### config.mk
export PLATFORM = sky130hd
export DESIGN_NAME = irq_entry_seq
export DESIGN_NICKNAME = d
export VERILOG_FILES = /design/src/rtl/irq_entry_pkg.sv /design/src/rtl/irq_pend_reg.sv /design/src/rtl/irq_prio_pick.sv /design/src/rtl/irq_entry_seq.sv
export SDC_FILE = /design/constraint.sdc
export NUM_CORES = 1
export LEC_CHECK = 0
export ABC_AREA = 1
export CAP_MARGIN = 20
export CORE_ASPECT_RATIO = 2
export CORE_MARGIN = 1
export CORE_UTILIZATION = 45
export CTS_BUF_LIST = sky130_fd_sc_hd__clkbuf_8
export CTS_CLUSTER_DIAMETER = 80
export DETAILED_ROUTE_END_ITERATION = 8
export GPL_TIMING_DRIVEN = 1
export PLACE_DENSITY = 0.83
export SYNTH_ARGS = -nofsm -noshare
export SYNTH_HDL_FRONTEND = slang
export SYNTH_HIERARCHICAL = 1
export SYNTH_SLANG_ARGS = --single-unit
### constraint.sdc
create_clock -name clk -period 3.9 [get_ports clk]
set_clock_uncertainty 0.05 [all_clocks]
set_input_delay 0.78 -clock clk [delete_from_list [all_inputs] [get_ports clk]]
set_output_delay 0.78 -clock clk [all_outputs]
set_load 0.005 [all_outputs]
### src/rtl/irq_entry_pkg.sv
package irq_entry_pkg;
    typedef enum logic [2:0] {
        ST_IDLE   = 3'd0,
        ST_PUSH0  = 3'd1,
        ST_PUSH1  = 3'd2,
        ST_PUSH2  = 3'd3,
        ST_VECTOR = 3'd4
    } seq_state_e;
endpackage

### src/rtl/irq_pend_reg.sv
module irq_pend_reg #(
    parameter int NSRC = 32
) (
    input  logic            clk,
    input  logic            rst,
    input  logic [NSRC-1:0] set_i,
    input  logic [NSRC-1:0] clr_i,
    output logic [NSRC-1:0] pend_o
);
    logic [NSRC-1:0] pend_d, pend_q;

    // a fresh set outranks a clear of the same bit
    always_comb begin
        pend_d = (pend_q & ~clr_i) | set_i;
    end

    always_ff @(posedge clk) begin
        if (rst) pend_q <= '0;
        else     pend_q <= pend_d;
    end

    assign pend_o = pend_q;

    AST_CLR_TAKES: assert property (@(posedge clk) disable iff (rst)
        (|(clr_i & ~set_i)) |=> ((pend_q & $past(clr_i & ~set_i)) == '0));
endmodule

### src/rtl/irq_prio_pick.sv
module irq_prio_pick #(
    parameter int NSRC = 32,
    localparam int IDXW = $clog2(NSRC)
) (
    input  logic [NSRC-1:0] req_i,
    output logic [NSRC-1:0] grant_o,
    output logic [IDXW-1:0] idx_o,
    output logic            any_o
);
    logic [NSRC:0] below;
    assign below[0] = 1'b0;

    for (genvar g = 0; g < NSRC; g++) begin : g_chain
        assign below[g+1]  = below[g] | req_i[g];
        assign grant_o[g]  = req_i[g] & ~below[g];
    end

    assign any_o = below[NSRC];

    always_comb begin
        idx_o = '0;
        for (int i = 0; i < NSRC; i++) begin
            if (grant_o[i]) idx_o = idx_o | IDXW'(i);
        end
    end
endmodule

### src/rtl/irq_entry_seq.sv
module irq_entry_seq
    import irq_entry_pkg::*;
#(
    parameter int NSRC = 32,
    parameter int PCW  = 24,
    parameter int SPW  = 16
) (
    input  logic            clk,
    input  logic            rst,
    input  logic            rst_req_i,
    input  logic [NSRC-1:0] src_set_i,
    input  logic            skip_i,
    input  logic            gie_i,
    input  logic [PCW-1:0]  pc_i,
    input  logic [SPW-1:0]  sp_i,
    input  logic [1:0]      pc_bytes_i,
    input  logic            long_vec_i,
    output logic            busy_o,
    output logic            mem_we_o,
    output logic [SPW-1:0]  mem_addr_o,
    output logic [7:0]      mem_wdata_o,
    output logic            pc_load_o,
    output logic [PCW-1:0]  pc_o,
    output logic            gie_clr_o,
    output logic            sp_load_o,
    output logic [SPW-1:0]  sp_o,
    output logic [NSRC-1:0] pend_o,
    output logic            hw_req_o
);
    localparam int IDXW = $clog2(NSRC);
    localparam int VW   = $clog2(NSRC + 1);

    typedef struct packed {
        seq_state_e      st;
        logic            is_rst;
        logic            rst_pend;
        logic [NSRC-1:0] win;
        logic [IDXW-1:0] idx;
        logic [PCW-1:0]  ret_pc;
        logic [SPW-1:0]  sp;
        logic [1:0]      nbytes;
        logic            long_vec;
    } seq_regs_t;

    seq_regs_t r_d, r_q;

    logic [NSRC-1:0] pend;
    logic [NSRC-1:0] grant;
    logic [IDXW-1:0] win_idx;
    logic            any_src;
    logic [NSRC-1:0] clr_mask;
    logic            take;
    logic [VW-1:0]   vec_num;
    logic [7:0]      pc_byte [3];

    irq_pend_reg #(.NSRC(NSRC)) u_pend (
        .clk    (clk),
        .rst    (rst),
        .set_i  (src_set_i),
        .clr_i  (clr_mask),
        .pend_o (pend)
    );

    irq_prio_pick #(.NSRC(NSRC)) u_pick (
        .req_i   (pend),
        .grant_o (grant),
        .idx_o   (win_idx),
        .any_o   (any_src)
    );

    for (genvar b = 0; b < 3; b++) begin : g_bytes
        assign pc_byte[b] = r_q.ret_pc[8*b +: 8];
    end

    assign take    = !skip_i && gie_i && (r_q.rst_pend || any_src);
    assign vec_num = r_q.is_rst ? '0 : VW'(r_q.idx) + VW'(1);

    always_comb begin
        r_d         = r_q;
        r_d.rst_pend = r_q.rst_pend | rst_req_i;
        mem_we_o    = 1'b0;
        mem_wdata_o = 8'h00;
        pc_load_o   = 1'b0;
        gie_clr_o   = 1'b0;
        sp_load_o   = 1'b0;
        clr_mask    = '0;
        unique case (r_q.st)
            ST_IDLE: begin
                if (take) begin
                    r_d.st       = ST_PUSH0;
                    r_d.is_rst   = r_q.rst_pend;
                    r_d.win      = r_q.rst_pend ? '0 : grant;
                    r_d.idx      = win_idx;
                    r_d.ret_pc   = pc_i;
                    r_d.sp       = sp_i;
                    r_d.long_vec = long_vec_i;
                    r_d.nbytes   = (pc_bytes_i == 2'd3) ? 2'd3 :
                                   (pc_bytes_i == 2'd2) ? 2'd2 : 2'd1;
                end
            end
            ST_PUSH0: begin
                mem_we_o    = 1'b1;
                mem_wdata_o = pc_byte[0];
                r_d.sp      = r_q.sp - SPW'(1);
                r_d.st      = (r_q.nbytes >= 2'd2) ? ST_PUSH1 : ST_VECTOR;
            end
            ST_PUSH1: begin
                mem_we_o    = 1'b1;
                mem_wdata_o = pc_byte[1];
                r_d.sp      = r_q.sp - SPW'(1);
                r_d.st      = (r_q.nbytes == 2'd3) ? ST_PUSH2 : ST_VECTOR;
            end
            ST_PUSH2: begin
                mem_we_o    = 1'b1;
                mem_wdata_o = pc_byte[2];
                r_d.sp      = r_q.sp - SPW'(1);
                r_d.st      = ST_VECTOR;
            end
            ST_VECTOR: begin
                pc_load_o = 1'b1;
                gie_clr_o = 1'b1;
                sp_load_o = 1'b1;
                clr_mask  = r_q.win;
                if (r_q.is_rst) r_d.rst_pend = rst_req_i;
                r_d.st    = ST_IDLE;
            end
            default: r_d.st = ST_IDLE;
        endcase
    end

    always_ff @(posedge clk) begin
        if (rst) begin
            r_q          <= '0;
            r_q.st       <= ST_IDLE;
        end else begin
            r_q          <= r_d;
        end
    end

    assign busy_o     = (r_q.st != ST_IDLE);
    assign mem_addr_o = r_q.sp;
    assign sp_o       = r_q.sp;
    assign pc_o       = r_q.long_vec ? (PCW'(vec_num) << 1) : PCW'(vec_num);
    assign pend_o     = pend;
    assign hw_req_o   = |pend;

    AST_SKIP_HOLD: assert property (@(posedge clk) disable iff (rst)
        (r_q.st == ST_IDLE && skip_i) |=> (r_q.st == ST_IDLE));
    AST_GIE_HOLD: assert property (@(posedge clk) disable iff (rst)
        (r_q.st == ST_IDLE && !gie_i) |=> !busy_o);
    AST_ONE_WINNER: assert property (@(posedge clk) disable iff (rst)
        $onehot0(grant));
    AST_VEC_BOUND: assert property (@(posedge clk) disable iff (rst)
        (pc_load_o && !long_vec_i && !r_q.long_vec) |-> (pc_o <= PCW'(NSRC)));
    AST_ADDR_STEP: assert property (@(posedge clk) disable iff (rst)
        (mem_we_o && $past(mem_we_o)) |-> (mem_addr_o == $past(mem_addr_o) - SPW'(1)));
    AST_LOAD_ENDS: assert property (@(posedge clk) disable iff (rst)
        pc_load_o |=> !busy_o);
    AST_RST_VEC: assert property (@(posedge clk) disable iff (rst)
        (pc_load_o && r_q.is_rst) |-> (pc_o == '0));
endmodule

Word-level counts from Yosys, hierarchy flattened
Cells that the tools add are included.
{ "word_totals": {"regBits": 117, "inputBits": 80, "output_inout_bits": 102, "elab_cells": 180} }
{ "classes": {"n_addsub": 2, "order_cmp": 1, "n_eq_ne": 8, "n_mux": 51, "bitwise_logic": 97, "reduce_logical": 11} }
{ "ops": {"columns": ["operator", "n"], "rows": [
  ["$mux 80", 2],
  ["$mux 5", 16],
  ["$mux 32", 2],
  ["$mux 4", 10],
  ["$and 32x32->32", 1],
  ["$not 32->32", 1],
  ["$or 1x1->1", 32],
  ["$or 32x32->32", 1],
  ["$pmux 16 s2", 1],
  ["$reduce_or 32->1", 1],
  ["$and 1x1->1", 31],
  ["$not 1->1", 31],
  ["$pmux 8 s3", 1],
  ["$mux 3", 6],
  ["$sub 16x1->16 const B", 1],
  ["$pmux 3 s4", 1],
  ["$mux 2", 4],
  ["$mux 7", 1],
  ["$add 5x1->6 const B", 1],
  ["$eq 2x2->1 const B", 3],
  ["$eq 3x2->1 const B", 2],
  ["$mux 1", 6],
  ["$mux 6", 1],
  ["$reduce_and 2->1", 2],
  ["other kinds (11)", 12]
]} }

Depth between registers and ports, before layout
Gate-level depths: netlist (run 1).
{ "logic_depth": {"depth_word": 36, "depth_mapped": 26, "mapped_depth_nobuf": 25} }

Hierarchy
Netlist (run 1), hierarchy kept.
{ "modules_own_cells": {"columns": ["mod", "instances", "cells_per_inst", "area_each_um2", "seq_area_each_um2"], "rows": [
  ["irq_entry_seq", 1, 693, 4534.3, 1701.6],
  ["irq_pend_reg", 1, 163, 1194.9, 640.6],
  ["irq_prio_pick", 1, 144, 769.5, 0.0]
]} }

Worst setup path after synthesis (run 1)
No wires, ideal clock.
{ "synth_timing": {"path_kind": "register to register", "startpoint": "register u_pend.pend_q[1] (netlist: u_pend/pend_o[1])", "endpoint": "register r_q[54] in the netlist's numbering", "setup_time_ns": 0.070, "arrival_ns": 3.056, "required_ns": 3.780, "slack_ns": 0.724, "path_stages_with_launch": 26, "n_path_buf": 2, "period_less_slack_ns": 3.176, "cell_sequence": "dfxtp_1 > nor2_4 > nand4_4 > nor3_4 > nand4_2 > nor2_2 > nand4_2 > nor2_2 > nand4_2 > nor2_2 > nand4_2 > nor2_2 > nand3_2 > nor2_4 > nand4_4 > nor2_4 > nand3b_1 > inv_1 > nand2_1 > nand2_2 > inv_2 > nand2_4 > buf_4 > buf_2 > nand2_1 > a21oi_1"} }
{ "synth_between": {"elab_chain_cells": 35, "word_cells_on_any_way": 40, "cone_classes": "eq/ne: 1; mux: 3; bitwise: 33; reduce/logical: 3"} }
{ "synth_lines": {"columns": ["item", "line", "source"], "rows": [
  ["start, declared", "irq_pend_reg.sv:10", "logic [NSRC-1:0] pend_d, pend_q;"],
  ["start signal, assigned", "irq_pend_reg.sv:19", "else pend_q <= pend_d;"],
  ["$or 1x1->1 (31 in a row)", "irq_prio_pick.sv:14", "assign below[g+1] = below[g] | req_i[g];"],
  ["net any_src", "irq_entry_seq.sv:50", "logic any_src;"],
  ["$logic_or 1x1->1", "irq_entry_seq.sv:75", "assign take = !skip_i && gie_i && (r_q.rst_pend || any_src);"],
  ["$logic_and 1x1->1", "irq_entry_seq.sv:75", null],
  ["$ne 2x2->1 (no source line)", null, null],
  ["$reduce_and 2->1 (no source line)", null, null],
  ["end signal, assigned", "irq_entry_seq.sv:136", "r_q <= r_d;"],
  ["end, declared", "irq_entry_seq.sv:45", "seq_regs_t r_d, r_q;"]
]} }
The timed path passes the listed nets, and every way through them passes these cells. The select of a mux whose other input is x is not followed.
A chain may end at the register's enable or synchronous reset.

Worst setup path after layout (run 1)
{ "layout_timing": {"startpoint": "register u_pend.pend_q[1] (netlist: u_pend/pend_o[1])", "endpoint": "register r_q (netlist bit mem_addr_o[4])"} }
Same word-level chain as after synthesis.

==> impl_results.md, run 1 <==
* Metal3 WL at 913 µm
* Cell Area, Synth at 0.00650 mm²
* FFs w/ async S/R, synth at 0%
* Worst setup EP type: flop
* Mean post-synth cell area at 6.50 µm²
* # placed instances at 1290
* HP Class: reg -> reg
* Root Buffer Master: clkbuf_8
* Synth Instances at 1000
* Clk pwr share at 40.3%
* Post-Route Utilization at 61.1%
* Met1 WL at 6020 µm
* Leading area contributor after synthesis: dfxtp_1
* Number of filler cells placed in the layout at 1295
* Post-synth EDFFs at 0
* CTS sink cnt at 117
* Slew at the pin closest to its max-slew limit at 0.871 ns
* DR vias at 6616
* Commonest register cell after synthesis: dfxtp_1
* Hold EP: r_q[53]
* Worst VDD drop at 0.000224 V
* Worst-Skew Late Latency at 0.44 ns
* Int Pwr at 2.27 mW
* CP required at 4.18 ns
* Synth cell types at 41
* Vias in the first global route at 6196
* Final WS setup at 0.271 ns
* Synth Area in XOR/XNOR at 0%
* DR iter-0 viols at 236
* Clock tree from TritonCTS: done
* Layout cells sized above 1 at 7.43%
* Via/cell ratio at 4.96
* Final setup violating endpoints at 0
* Max cap viols at 0
* Sequential area share after synthesis at 36.0%
* Final period util at 93.0%
* RD Place Congestion at 0.909
* Startpoint class of the critical path: flop
* FP Rows at 61
* Comb power frac at 17.4%
* Flop pwr share at 42.4%
* Met2 wire len at 10000 µm
* Area growth syn-to-layout at 31.4%
* Reg-to-reg setup timing slack at 0.27 ns
* Critical R2R Launch: u_pend/pend_o[1]
* DRC violations left at 0
* Die Width at 87.0 µm
* Simple-gate portion of the synthesized area at 31.0%
* P_sw at 0.882 mW
* Compound-cell area share of the yosys netlist at 13.4%
* Outcome: complete, no violations
* Crit path max fanout at 7
* Nets at 1213
* TritonRoute pass-1 iters at 4
* CTS Hold Bufs at 0
* Routed WL at 17900 µm
* Synth warnings at 6
* Die Area at 0.0150 mm²
* Largest net degree at the start of global routing at 75
* Endpoints failing hold at 0
* Cell count of the worst reg-to-reg path at 25
* Detail Route Antenna Nets at 0
* Post-route minimum period at 3.63 ns
* Buffers on Ports at 164
* DPL Wire Length at 12900 µm
* Fmax at 276 MHz
* Worst path max stage delay at 0.36 ns
* Synth Area in Adders at 0.385%
* Uppermost layer routed: met4
* Mux contribution to synthesized area at 0.154%
* CTS buffer count at 17
* Vert. Die Dim at 172 µm
* Drt wl/cell at 13.4 µm
* Pre-CTS setup slack at 0.138 ns
* Arrival time worst endpoint at 3.91 ns
* First-pass GRT wire length at 27400 µm
* Largest family of logic cells by synthesized area: simple AND/OR/NAND/NOR gates
* WHS Path Cells at 2
* Hold Startpoint: r_q[53]
* Final std cells w/o fill at 1334
* Total gr overflow at 0
* PwrDens at 369 mW/mm²
* Net Sw Frac at 28.0%
* Hold WS at 0.415 ns
* Initial antenna violation count at 1
* Share of the synthesized area in the top cell type at 36.0%
* Crit path kind: reg -> reg
* Rel. slew slack at 41.7%
* H-tree levels at 4
* Max Slew Vio Count at 0
* Clock Pin Slew Worst Setup and Hold Paths at 0.07 ns
* LEAKAGE at 3.53 nW
* Reg-to-Reg End: mem_addr_o[4]
* Number of synthesized register bits at 117
* Slowest cell on crit path: dfxtp_2
* Core area at 0.0140 mm²
* Initial core utilization at 46.5%
* Synth top area cells: dfxtp_1 (36%), nand2_1 (11%), inv_1 (9.8%)
* Clk buf depth at 2
* Boundary pin count at 182
* Gr usage total at 23.6%
-- metal layers --
metal,up-vias,global-route usage (%)
li1,3324,-
met1,2981,21.1
met2,245,46.6
met3,66,4.30
met4,0,15.4
met5,-,0
-- timing repair --
action | 4_1_cts | 5_1_grt
setup buffers | 0 | 6
gates resized for setup | 0 | 14
endpoints found under the setup margin | 0 | 77
-- worst max-delay path by stage --
stage               cells past startpoint        startpoint              to  slack, ns
CTS                                    24  u_pend/pend_o[1]          r_q[2]       0.12
global placement                       24  u_pend/pend_o[1]          r_q[1]       0.30
global route                           25  u_pend/pend_o[1]  mem_addr_o[11]      -0.02
floorplan                              25  u_pend/pend_o[1]         r_q[54]       0.72
detailed placement                     24  u_pend/pend_o[1]          r_q[1]       0.14
finish                                 25  u_pend/pend_o[1]   mem_addr_o[4]       0.27
-- critical path: cells and delay by family, from the launching register on --
kind | cells | cell delay (ns)
buffers and inverters | 3 | 0.33
AOI/OAI and AO/OA | 1 | 0.15
DFF | 1 | 0.36
and+or+nand+nor | 21 | 2.61
-- layout make-up --
type,instances,area (µm²),area share [%]
tap,189,236,2.77
multi-input combinational,644,3020,35.4
inverter,173,658,7.71
sequential,117,2340,27.5
clock buffer,19,262,3.06
antenna,1,2.50,0.0293
timing repair buffer,178,1820,21.3
clock inverter,13,194,2.27
-- power by group through the flow --
stage	logic [mW]	clock network (mW)	registers (mW)
after floorplan	0.316	0	1.34
after global placement	0.512	0	1.36
after detailed placement	0.520	0	1.36
after CTS	0.523	1.28	1.34
after global routing	0.607	1.34	1.35
final	0.547	1.27	1.34
-- layout by cell type (no fill, tap or decap), drive strengths merged --
| master | netlist | routed |
|---|---|---|
| a211oi | 1 | 1 |
| a21boi | 1 | 1 |
| a21oi | 99 | 99 |
| a22oi | 3 | 3 |
| a31oi | 1 | 1 |
| buf | 72 | 13 |
| bufinv | 0 | 4 |
| clkbuf | 12 | 21 |
| clkdlybuf4s50 | 0 | 163 |
| clkinv | 1 | 6 |
| clkinvlp | 0 | 2 |
| conb | 1 | 17 |
| dfxtp | 117 | 117 |
| diode | 0 | 1 |
| ha | 2 | 2 |
| inv | 172 | 174 |
| mux2i | 1 | 1 |
| nand2 | 201 | 203 |
| nand3 | 40 | 40 |
| nand3b | 1 | 1 |
| nand4 | 15 | 15 |
| nor2 | 169 | 169 |
| nor3 | 12 | 12 |
| nor4 | 15 | 15 |
| o21ai | 61 | 61 |
| o31a | 1 | 1 |
| o41ai | 1 | 1 |
| or2 | 1 | 1 |
-- per-stage QoR --
stage	power (mW)	setup TNS, ns	cell area (µm²)
6_report	3.15	0	8540
5_1_grt	3.29	-0.0416	8540
4_1_cts	3.14	0	8350
3_5_place_dp	1.88	0	7900
3_3_place_gp	1.87	0	7900
2_1_floorplan	1.66	0	6560
-- state kept, by name, indices dropped and copies added, names as in the netlist --
| signal | cells |
|---|---|
| r_q | 45 |
| u_pend/pend_o | 32 |
| pc_byte | 24 |
| mem_addr_o | 16 |
-- logic make-up (layout without fill, tap and decap cells) --
| logic type | after synthesis | after routing |
|---|---|---|
| AND/OR/NAND/NOR | 454 | 456 |
| buffers and inverters | 257 | 383 |
| AO/OA/AOI/OAI | 168 | 168 |
| flip-flops | 117 | 117 |
| adder cells (fa/ha/maj) | 2 | 2 |
| other | 1 | 18 |
| multiplexers | 1 | 1 |
-- cells in the mapped netlist, types with 2 or more instances --
cell,number
a21oi_1,97
a21oi_2,2
a22oi_1,3
buf_1,3
buf_2,7
buf_4,56
buf_6,5
clkbuf_1,12
dfxtp_1,117
ha_1,2
inv_1,169
inv_2,3
nand2_1,197
nand2_2,3
nand3_1,38
nand4_1,9
nand4_2,4
nand4_4,2
nor2_1,156
nor2_2,9
nor2_4,3
nor3_1,10
nor4_1,15
o21ai_0,61
Power figures use the tool's default switching activity.
==> run 2: changes to the inputs <==
--- a/config.mk
+++ b/config.mk
@@ -10,11 +10,12 @@
 export CORE_ASPECT_RATIO = 2
 export CORE_MARGIN = 1
 export CORE_UTILIZATION = 45
-export CTS_BUF_LIST = sky130_fd_sc_hd__clkbuf_8
+export CTS_BUF_LIST = sky130_fd_sc_hd__clkbuf_16
 export CTS_CLUSTER_DIAMETER = 80
 export DETAILED_ROUTE_END_ITERATION = 8
 export GPL_TIMING_DRIVEN = 1
 export PLACE_DENSITY = 0.83
+export SKIP_LAST_GASP = 1
 export SYNTH_ARGS = -nofsm -noshare
 export SYNTH_HDL_FRONTEND = slang
 export SYNTH_HIERARCHICAL = 1
==> impl_results.md, run 2 (synthesis results as in run 1) <==
* Pre-CTS setup slack at 0.138 ns (unchanged)
* LEAKAGE at 3.61 nW (+2.4%)
* Die Width at 87.0 µm (unchanged)
* TritonRoute pass-1 iters at 6 (+2)
* Clk pwr share at 46.7% (+6.4 points)
* Max reg flops at 45 (unchanged)
* H-tree levels at 4 (unchanged)
* Outcome: complete, no violations
* Most frequent cells in the layout: nand2_1 (197), inv_1 (166), clkdlybuf4s50_1 (163)
* Gr usage total at 23.8% (+0.20 points)
* Final WS setup at 0.258 ns (-0.0131 ns)
* Int Pwr at 2.61 mW (+15%)
* Clk buf depth at 2 (unchanged)
* Final period util at 93.4% (+0.34 points)
* Hold Startpoint: r_q[75]
* Comb power frac at 15.6% (-1.8 points)
* Startpoint class of the critical path: flop
* Crit path kind: reg -> reg
* DR vias at 6655 (+0.59%)
* HP Class: reg -> reg
* Worst VDD drop at 0.000310 V (+38%)
* Vias in the first global route at 6272 (+1.2%)
* Layout cells sized above 1 at 7.50% (+0.074 points)
* CP startpoint: u_pend/pend_o[1]
* CP bufs+invs at 3 (unchanged)
* Rel. slew slack at 40.8% (-0.93 points)
* Initial antenna violation count at 1 (unchanged)
* Clock Pin Slew Worst Setup and Hold Paths at 0.06 ns (about the same)
* Slowest cell on crit path: dfxtp_2
* Core area at 0.0140 mm² (unchanged)
* FP Rows at 61 (unchanged)
* Worst-Skew Late Latency at 0.42 ns (-0.02 ns)
* Endpoints failing hold at 0 (unchanged)
* Net Sw Frac at 26.6% (-1.4 points)
* Clock tree from TritonCTS: done
* Root Buffer Master: clkbuf_16
* CTS sink cnt at 117 (unchanged)
* Critical R2R Launch: u_pend/pend_o[1]
* Nets at 1215 (+0.16%)
* Commonest non-fill, non-tap cell in the layout: nand2_1
* DPL Wire Length at 12900 µm (unchanged)
* Crit path max fanout at 7 (unchanged)
* Area growth syn-to-layout at 34.3%
* CP required at 4.16 ns (-0.02 ns)
* Die Area at 0.0150 mm² (unchanged)
* Via/cell ratio at 4.98 (+0.44%)
* Arrival time worst endpoint at 3.90 ns (about the same)
* Biggest register: r_q
* DR iter-0 viols at 256 (+8.5%)
* Vert. Die Dim at 172 µm (unchanged)
* Worst setup EP type: flop
* Routed WL at 18100 µm (+1.5%)
* Detail Route Antenna Nets at 0 (unchanged)
* First-pass GRT wire length at 27500 µm (+0.41%)
* Post-route minimum period at 3.64 ns (+0.0131 ns)
* Largest net degree at the start of global routing at 75 (unchanged)
* Buffers on Ports at 164 (unchanged)
* CTS Hold Bufs at 0 (unchanged)
* CTS buffer count at 17 (unchanged)
* Hold WS at 0.414 ns (-0.00116 ns)
* Flop pwr share at 37.7% (-4.7 points)
* RD Place Congestion at 0.909 (unchanged)
* Max Slew Vio Count at 0 (unchanged)
* Max cap viols at 0 (unchanged)
* DRC violations left at 0 (unchanged)
* Total gr overflow at 0 (unchanged)
* P_sw at 0.943 mW (+6.9%)
* Worst path max stage delay at 0.35 ns (about the same)
* Drt wl/cell at 13.6 µm (+1.3%)
* Slew at the pin closest to its max-slew limit at 0.885 ns (+0.0138 ns)
* Fmax at 275 MHz (-0.36%)
* PwrDens at 407 mW/mm² (+10%)
* Boundary pin count at 182 (unchanged)
* Largest delay share family, worst path: simple AND/OR/NAND/NOR gates
* Number of filler cells placed in the layout at 1248 (-3.6%)
* Final setup violating endpoints at 0 (unchanged)
* Initial core utilization at 46.5% (unchanged)
==> run 2: timing repair <==
item | CTS | global route
gates resized for setup | 0 | 16
setup endpoints to repair | 0 | 79
buffers inserted | 0 | 8
==> run 2: power groups by stage <==
stage	sequential, mW	combinational (mW)	clock, mW
finish	1.34	0.553	1.66
global route	1.35	0.612	1.73
CTS	1.34	0.524	1.67
detailed placement	1.36	0.520	0
global placement	1.36	0.512	0
floorplan	1.34	0.316	0
==> run 2: per-stage QoR <==
step                      TNS [ns]  std cells  utilization (%)  power [mW]  instance area [µm²]
after floorplan                  0       1016                -        1.66                 6560
after global routing        -0.306       1336             62.5        3.69                 8730
after CTS                        0       1322             61.0        3.53                 8530
final                            0       1336             62.5        3.55                 8730
after global placement           0       1290             56.6        1.87                 7900
after detailed placement         0       1290             56.6        1.88                 7900
==> run 2: per-layer routing <==
layer | vias up | track usage (%) | share of wire, %
li1 | 3325 | - | -
met1 | 3025 | 21.0 | 34
met2 | 239 | 46.6 | 56
met3 | 66 | 4.73 | 4.7
met4 | 0 | 16.4 | 4.8
met5 | - | 0 | 0
==> run 2: area by class of cell <==
type | instances | area (µm²) | share of cell area, %
repair buffers | 180 | 1840 | 21.1
multi-input cells | 644 | 3020 | 34.6
clock inverters | 15 | 201 | 2.31
clock buffers | 17 | 425 | 4.87
inverters | 173 | 658 | 7.54
well taps | 189 | 236 | 2.71
diodes | 1 | 2.50 | 0.0287
flip-flops and latches | 117 | 2340 | 26.9
==> run 2: worst min-delay path: cells and delay by family (launching register included) <==
kind               cells  cell delay, ns
DFF                    1            0.31
and+or+nand+nor        1            0.06
AOI/OAI and AO/OA      1            0.05
==> run 2: worst paths after layout <==
check	end	slack [ns]	cells past startpoint
setup reg to reg	mem_addr_o[4]	0.26	25
hold / removal	r_q[75]	0.41	2
setup / recovery	mem_addr_o[4]	0.26	25
hold reg to reg	r_q[75]	0.41	2
==> run 3: changes to the inputs <==
==> constraint.sdc (replaced) <==
create_clock -name clk -period 3.5 [get_ports clk]
set_clock_uncertainty 0.05 [all_clocks]
set_input_delay 0.7 -clock clk [delete_from_list [all_inputs] [get_ports clk]]
set_output_delay 0.7 -clock clk [all_outputs]
set_load 0.005 [all_outputs]
==> impl_results.md, run 3 (synthesis results as in run 1) <==
* Outcome: finished with violations
* Failing checks: negative setup slack
* FP Rows at 61 (unchanged)
* Fmax at 277 MHz (+0.94%)
* CP bufs+invs at 3 (unchanged)
* Detail Route Antenna Nets at 0 (unchanged)
* Crit path max fanout at 6 (-1)
* Worst VDD drop at 0.000355 V (+15%)
* Core area at 0.0140 mm² (unchanged)
* CTS sink cnt at 117 (unchanged)
* Final period util at 103% (+9.7 points)
* Vert. Die Dim at 172 µm (unchanged)
* Hold Startpoint: r_q[75]
* Vias in the first global route at 6359 (+1.4%)
* Largest delay share family, worst path: simple AND/OR/NAND/NOR gates
* Reg-to-reg setup timing slack at -0.11 ns (-0.37 ns)
* Crit path kind: reg -> reg
* Max reg flops at 45 (unchanged)
* Post-route minimum period at 3.61 ns (-0.0338 ns)
* Die Area at 0.0150 mm² (unchanged)
* Hold WS at 0.412 ns (-0.00120 ns)
* CTS Hold Bufs at 0 (unchanged)
* Via/cell ratio at 5.15 (+3.4%)
* Biggest register: r_q
* Number of filler cells placed in the layout at 1162 (-6.9%)
* Gr usage total at 24.8% (+0.97 points)
* Antenna cells at 0 (-1)
* LEAKAGE at 3.72 nW (+3.1%)
* Endpoints failing hold at 0 (unchanged)
* Clk buf depth at 2 (unchanged)
* Clock Pin Slew Worst Setup and Hold Paths at 0.06 ns (about the same)
* Layout cells sized above 1 at 9.79% (+2.3 points)
* Commonest non-fill, non-tap cell in the layout: nand2_1
* DPL Wire Length at 13300 µm (+2.9%)
* Crit-path cells: nor2_4 -> nand4_4 -> nor3_4 -> nand4_4 -> nor2_4 -> nand4_4 -> nor2_4 -> nand4_4 -> nor2_4 -> nand4_4 -> nor2_4 -> nand3_4 -> nor2_4 -> nand4_4 -> nor2_4 -> nand3b_1 -> inv_1 -> nand2_1 -> nand2_2 -> inv_2 -> nand2_8 -> buf_4 -> nand2_1 -> a21oi_1
* Worst setup EP type: flop
* DR iter-0 viols at 371 (+45%)
* Root Buffer Master: clkbuf_16
* Most frequent cells in the layout: nand2_1 (195), inv_1 (166), clkdlybuf4s50_1 (163)
* WHS Path Cells at 2 (unchanged)
* First-pass GRT wire length at 28900 µm (+5.0%)
* Drt wl/cell at 14.5 µm (+7.2%)
* Clock tree from TritonCTS: done
* DRC violations left at 0 (unchanged)
* Area growth syn-to-layout at 38.5%
* H-tree levels at 4 (unchanged)
* Nets at 1234 (+1.6%)
* Die Width at 87.0 µm (unchanged)
* Largest net degree at the start of global routing at 53 (-29%)
* Startpoint class of the critical path: flop
* Buffers on Ports at 164 (unchanged)
* Overall Power at 3.94 mW (+11%)
* DR vias at 6971 (+4.7%)
* Final setup violating endpoints at 69 (+69)
* Max Slew Vio Count at 0 (unchanged)
* Arrival time worst endpoint at 3.89 ns (about the same)
* Rel. slew slack at 52.3% (+11 points)
* PwrDens at 438 mW/mm² (+7.6%)
* Most used cell, CP: nor2_4
* CTS buffer count at 17 (unchanged)
* Worst path max stage delay at 0.33 ns (-0.02 ns)
* Max cap viols at 0 (unchanged)
* Boundary pin count at 182 (unchanged)
* Slowest cell on crit path: dfxtp_2
* Initial core utilization at 46.5% (unchanged)
* Reg-to-Reg End: r_q[55]
* Total gr overflow at 0 (unchanged)
* RD Place Congestion at 0.900 (-0.91%)
* Hold EP: r_q[75]
* Final WS setup at -0.108 ns (-0.366 ns)
* TritonRoute pass-1 iters at 6 (unchanged)
* CP required at 3.78 ns (-0.38 ns)
* Unrepaired setup endpoints after global routing: yes
* Critical R2R Launch: u_pend/pend_o[0]
* Initial antenna violation count at 0 (-1)
* Post-Route Utilization at 64.5% (+2.0 points)
* Routed WL at 19700 µm (+8.6%)
* Worst-Skew Late Latency at 0.42 ns (about the same)
* Slew at the pin closest to its max-slew limit at 0.713 ns (-0.171 ns)
* HP Class: reg -> reg
* Cell count of the worst reg-to-reg path at 24 (-4.0%)
[run 3: changes by cell type in the layout (fill, tap and decap cells not counted), moves of 4 or more]
| cell | delta |
|---|---|
| o21ai_0 | -7 |
| nor2_4 | +4 |
| o21ai_1 | +5 |
| nand4_4 | +4 |
| nand4_2 | -4 |
| buf_4 | +15 |
| buf_12 | +4 |
[run 3: power by group]
group          internal, mW  total, mW  switching, mW
Clock                  1.12       1.78          0.658
Sequential             1.40       1.49         0.0891
Combinational         0.335      0.670          0.336
Total                  2.86       3.94           1.08
[run 3: how the worst max path moves through the flow]
stage	slack, ns	depth (start not counted)	end	start
floorplan	0.32	25	r_q[54]	u_pend/pend_o[1]
global placement	0.07	24	r_q[1]	u_pend/pend_o[1]
detailed placement	-0.08	24	r_q[1]	u_pend/pend_o[1]
CTS	0.07	24	r_q[68]	u_pend/pend_o[1]
global route	-0.33	26	mem_addr_o[6]	u_pend/pend_o[0]
finish	-0.11	24	r_q[55]	u_pend/pend_o[0]
[run 3: stage by stage]
step | setup WS (ns) | cells | cell area, µm² | setup TNS [ns]
after floorplan | 0.324 | 1016 | 6560 | 0
final | -0.108 | 1354 | 9000 | -2.60
after global placement | 0.0718 | 1299 | 7970 | 0
after CTS | 0.0658 | 1331 | 8590 | 0
after global routing | -0.335 | 1354 | 9000 | -22.16
after detailed placement | -0.0797 | 1299 | 7970 | -0.117
[run 3: final cells by class]
| class | count | area, µm² | area share [%] |
|---|---|---|---|
| clock inverters | 15 | 181 | 2.02 |
| multi-input cells | 644 | 3120 | 34.6 |
| clock buffers | 17 | 425 | 4.72 |
| well taps | 189 | 236 | 2.63 |
| inverters | 173 | 658 | 7.31 |
| repair buffers | 199 | 2040 | 22.7 |
| flip-flops and latches | 117 | 2340 | 26.0 |
[run 3: per-layer routing]
layer  share of wire [%]  wire [µm]  GRT usage, %  up-vias
li1                    -          -             -     3368
met1                  33       6560          22.9     3196
met2                  56      11100          48.6      321
met3                 5.1       1010          4.01       86
met4                 5.3       1040          15.6        0
met5                   0          0             0        -
[run 3: worst min-delay path, stage by stage, from the launching register on]
cell and delay, ns:
dfxtp_1 0.31, nand2_1 0.06, a21oi_1 0.05
[run 3: what timing repair did]
| action | CTS | global route |
|---|---|---|
| pin swaps | 0 | 14 |
| gates cloned | 0 | 6 |
| gates resized for setup | 5 | 41 |
| setup buffers | 0 | 16 |
| endpoints found under the setup margin | 52 | 83 |
